`config.mk`:
```
export PLATFORM = sky130hd
export DESIGN_NAME = mlt3_tx_serializer
export DESIGN_NICKNAME = d
export VERILOG_FILES = /design/src/rtl/mlt3_tx_serializer.sv
export SDC_FILE = /design/constraint.sdc
export NUM_CORES = 1
export LEC_CHECK = 0
export ABC_AREA = 1
export BUFFER_PORTS_ARGS = -buffer_cell sky130_fd_sc_hd__buf_2
export CORE_MARGIN = 3
export CORE_UTILIZATION = 30
export DETAILED_ROUTE_END_ITERATION = 16
export PLACE_DENSITY = 0.5
export SLEW_MARGIN = 20
export SYNTH_ARGS = -nofsm -noshare
export SYNTH_HDL_FRONTEND = slang
export SYNTH_SLANG_ARGS = --single-unit
```
`constraint.sdc`:
```
create_clock -name clk -period 1.8 [get_ports clk]
set_clock_uncertainty 0.05 [all_clocks]
set_input_delay 0.27 -clock clk [delete_from_list [all_inputs] [get_ports clk]]
set_output_delay 0.27 -clock clk [all_outputs]
set_load 0.02 [all_outputs]
```
`src/rtl/mlt3_tx_serializer.sv`:
```
module mlt3_tx_serializer #(
  parameter int GROUP_W = 5,
  parameter int ADDR_W  = 5,
  parameter int LFSR_W  = 11,
  parameter int TAP     = 9
) (
  input  logic              clk,
  input  logic              rst_n,
  input  logic [ADDR_W-1:0] port_addr,
  input  logic [GROUP_W-1:0] grp_data,
  input  logic              grp_load,
  output logic [1:0]        mlt3_level
);
  localparam int PW = $clog2(GROUP_W);
  localparam int PAD = LFSR_W - ADDR_W - 1;

  logic [PW-1:0]      phase;
  logic [GROUP_W-1:0] shreg;
  logic [LFSR_W-1:0]  lfsr;
  logic               nrzi_q, nrzi_d, dir_up;
  logic [1:0]         level;

  wire key      = lfsr[LFSR_W-1] ^ lfsr[TAP-1];
  wire code_bit = shreg[0] ^ key;
  wire take     = (phase == PW'(GROUP_W-1));
  wire step     = nrzi_q ^ nrzi_d;
  wire [LFSR_W-1:0] seed = {1'b1, {PAD{1'b0}}, port_addr};

  always_ff @(posedge clk) begin
    if (!rst_n) begin
      phase  <= '0;
      shreg  <= '1;
      lfsr   <= seed;
      nrzi_q <= 1'b0;
      nrzi_d <= 1'b0;
      level  <= 2'b00;
      dir_up <= 1'b1;
    end else begin
      lfsr   <= {lfsr[LFSR_W-2:0], key};
      nrzi_q <= nrzi_q ^ code_bit;
      nrzi_d <= nrzi_q;
      if (take) begin
        phase <= '0;
        shreg <= grp_load ? grp_data : '1;
      end else begin
        phase <= phase + 1'b1;
        shreg <= shreg >> 1;
      end
      if (step) begin
        if (level != 2'b00) begin
          dir_up <= level[1];
          level  <= 2'b00;
        end else begin
          level  <= dir_up ? 2'b01 : 2'b11;
        end
      end
    end
  end

  assign mlt3_level = level;
endmodule

```
==> impl_metrics.py <==
metrics = {
    "placed_design": {
        "port_buffers": 14,
        "gp_congestion": 0.723,
        "hpwl_um": 1050,
        "dpl-instance-area_um2": 985,
    },
    "critical_path": {
        "path_class": "reg2reg",
        "crit_top_cell": "nor2_1",
        "path_max_fanout": 7,
        "arrival_ns": 1.36,
        "cpPeakStageDelay_ns": 0.38,
        "start_kind": "flip-flop",
        "path_cells": "inv_1 -> ha_1 -> nand2_1 -> nand2_4 -> nor2_1 -> nor2_1",
        "crit_path_top_delay_cell": "dfxtp_1",
        "cp.required_ns": 1.97,
        "critPathCaptureType": "flip-flop",
    },
    "final_layout": {
        "antenna_cells": 0,
        "area_growth_pct": 15.1,
        "mostFrequentLayoutCells": "nand2_1, dfxtp_1, inv_1",
        "final_common_cell": "nand2_1",
        "fillers": 297,
        "nets": 148,
        "utilization_pct": 36.7,
        "drive_gt1_share_pct": 17.4,
        "post-route-cell-area_um2": 1020,
    },
    "sta": {
        "slew_headroom_pct": 84.8,
        "tns_ns": 0,
        "drv_slew": 0,
        "fin_crit_ns": 1.20,
        "hold_violations": 0,
        "setup_violations": 0,
        "post-route-period-util_pct": 66.5,
        "fmax_mhz": 836,
        "rsz0062_at_grt": "false",
        "fin_hold_ws_ns": 0.0886,
        "worst_pin_slew_ns": 0.227,
    },
    "clock_tree": {
        "cts_resized": 0,
        "ctsHoldBuffers": 0,
        "cts_buffers": 3,
        "root_buffer": "clkbuf_4",
        "cts_tree": "yes",
        "postCtsSetupBuffers": 0,
        "clockBufferDepth": 2,
        "path_clk_slew_ns": 0.12,
        "clkSinkCount": 24,
        "clock_latency_ns": 0.31,
        "htreeDepth": 1,
    },
    "power_and_ir_drop": {
        "totalPowerFinal_mw": 0.996,
        "netSwitchingPower_mw": 0.246,
        "peakVddDrop_uv": 461,
        "swShare_pct": 24.7,
        "clkPwrFrac_pct": 27.8,
        "leakagePower_nw": 0.555,
        "powerDensity_nw_per_um2": 975,
        "seqPwrFrac_pct": 59.6,
        "p_int_mw": 0.750,
        "combPwrFrac_pct": 12.6,
    },
    "grt": {
        "overflow": 0,
        "grtUsageMet2_pct": 15.1,
        "grt.met3_usage_pct": 1.91,
        "grt_pass1_vias": 652,
        "use_met1_pct": 11.8,
        "busiest_layer": "met2",
        "grt_max_degree": 14,
        "grt_pass1_wl_um": 2570,
        "grt.total_usage_pct": 9.63,
        "antenna_found_initial": 0,
    },
    "floorplan": {
        "start_util_pct": 31.9,
        "die_w_um": 60.4,
        "core_area_um2": 2780,
        "floorplan.rows": 19,
        "dieArea_um2": 3650,
        "die_height_um": 60.4,
        "io-pin-count": 15,
    },
    "yosys": {
        "yosysUniqueCellTypes": 18,
        "ys_ff_latch": 24,
        "syn_avg_cell_area_um2": 7.71,
        "syn_inst": 115,
        "synth_area_um2": 887,
        "yosysWarnings": 0,
        "syn_nets": 130,
        "synth.yosys.seq_area_share_pct": 54.2,
    },
    "route": {
        "routed_via_density": 4.27,
        "drtIter0Drc": 25,
        "vias": 696,
        "drc_errors": 0,
        "firstDrtPassIters": 4,
        "drtAntennaViolNets": 0,
        "totalWireLength_um": 1370,
        "routedWlPerCell_um": 8.40,
    },
    "job": {
        "cap_violations": 0,
    },
    "run_status": {
        "outcome": "finished, final reports clean",
    },
    "worst_hold_path": {
        "hold_path_class": "in2reg",
    },
}
[cell type report]
class / instances / area (um2) / area share [%]
Timing Repair Buffer: 15 / 77.6 / 7.60
Inverter: 19 / 71.3 / 6.99
Multi-Input combinational cell: 70 / 317 / 31.0
Sequential cell: 24 / 480 / 47.1
Tap cell: 31 / 38.8 / 3.80
Clock buffer: 4 / 36.3 / 3.55
[synthesized netlist by cell type]
cell type,count,area [um2]
o21ai_0,1,5.00
nor2_1,17,63.8
o21a_1,1,7.51
buf_6,1,11.3
a31oi_1,1,6.26
nand3_1,2,10.0
nand2_2,2,12.5
a21oi_1,2,10.0
nor3_1,3,15.0
nand2_1,36,135
or2_1,1,6.26
inv_2,1,3.75
buf_4,1,7.51
xnor2_1,1,8.76
nand2_4,1,11.3
inv_1,18,67.6
dfxtp_1,24,480
ha_1,2,25.0
[flip-flops by register name, indices dropped and copies added (netlist names)]
| register | count |
|---|---|
| nrzi_d | 1 |
| lfsr | 11 |
| dir_up | 1 |
| phase | 3 |
| mlt3_level | 2 |
| nrzi_q | 1 |
| shreg | 5 |
[cell families (layout without fill, tap and decap cells)]
kind of cell / Yosys count / count (layout) / share of synthesized area, %
xor+xnor: 1 / 1 / 0.987
flops: 24 / 24 / 54.2
simple gates: 62 / 62 / 28.6
buf+inv: 21 / 38 / 10.2
fa+ha+maj: 2 / 2 / 2.82
compound gates: 5 / 5 / 3.24
[worst max-delay path: cells and delay by family (launching register included)]
kind                       cells  cell delay, ns
DFF                            1            0.38
buffers and inverters          1            0.06
adders and majority gates      1            0.18
and+or+nand+nor                4            0.44
[path summary, 6_finish.rpt]
check / startpoint / end / slack, ns / depth (start not counted)
worst max-delay path: phase[0] / shreg[3] / 0.60 / 6
worst min-delay path: port_addr[4] / lfsr[4] / 0.09 / 3
worst max register to register: phase[0] / shreg[3] / 0.60 / 6
worst min register to register: lfsr[5] / lfsr[6] / 0.38 / 2
[power groups by stage]
stage               registers, mW  clock network [mW]  logic, mW
global route                0.599               0.315      0.152
floorplan                   0.609                   0     0.0884
detailed placement          0.606                   0      0.128
finish                      0.594               0.277      0.126
CTS                         0.594               0.295      0.129
global placement            0.605                   0      0.124
[layer usage]
layer / up-vias / wire length (um)
li1: 373 / -
met1: 305 / 657
met2: 14 / 605
met3: 4 / 74
met4: 0 / 32
met5: - / 0
[per-stage QoR]
step                worst slack, ns  instances
floorplan                     0.704        115
global placement              0.648        159
detailed placement            0.612        159
CTS                           0.594        163
global route                  0.479        163
finish                        0.603        163
(Power assumes the default switching activity.)
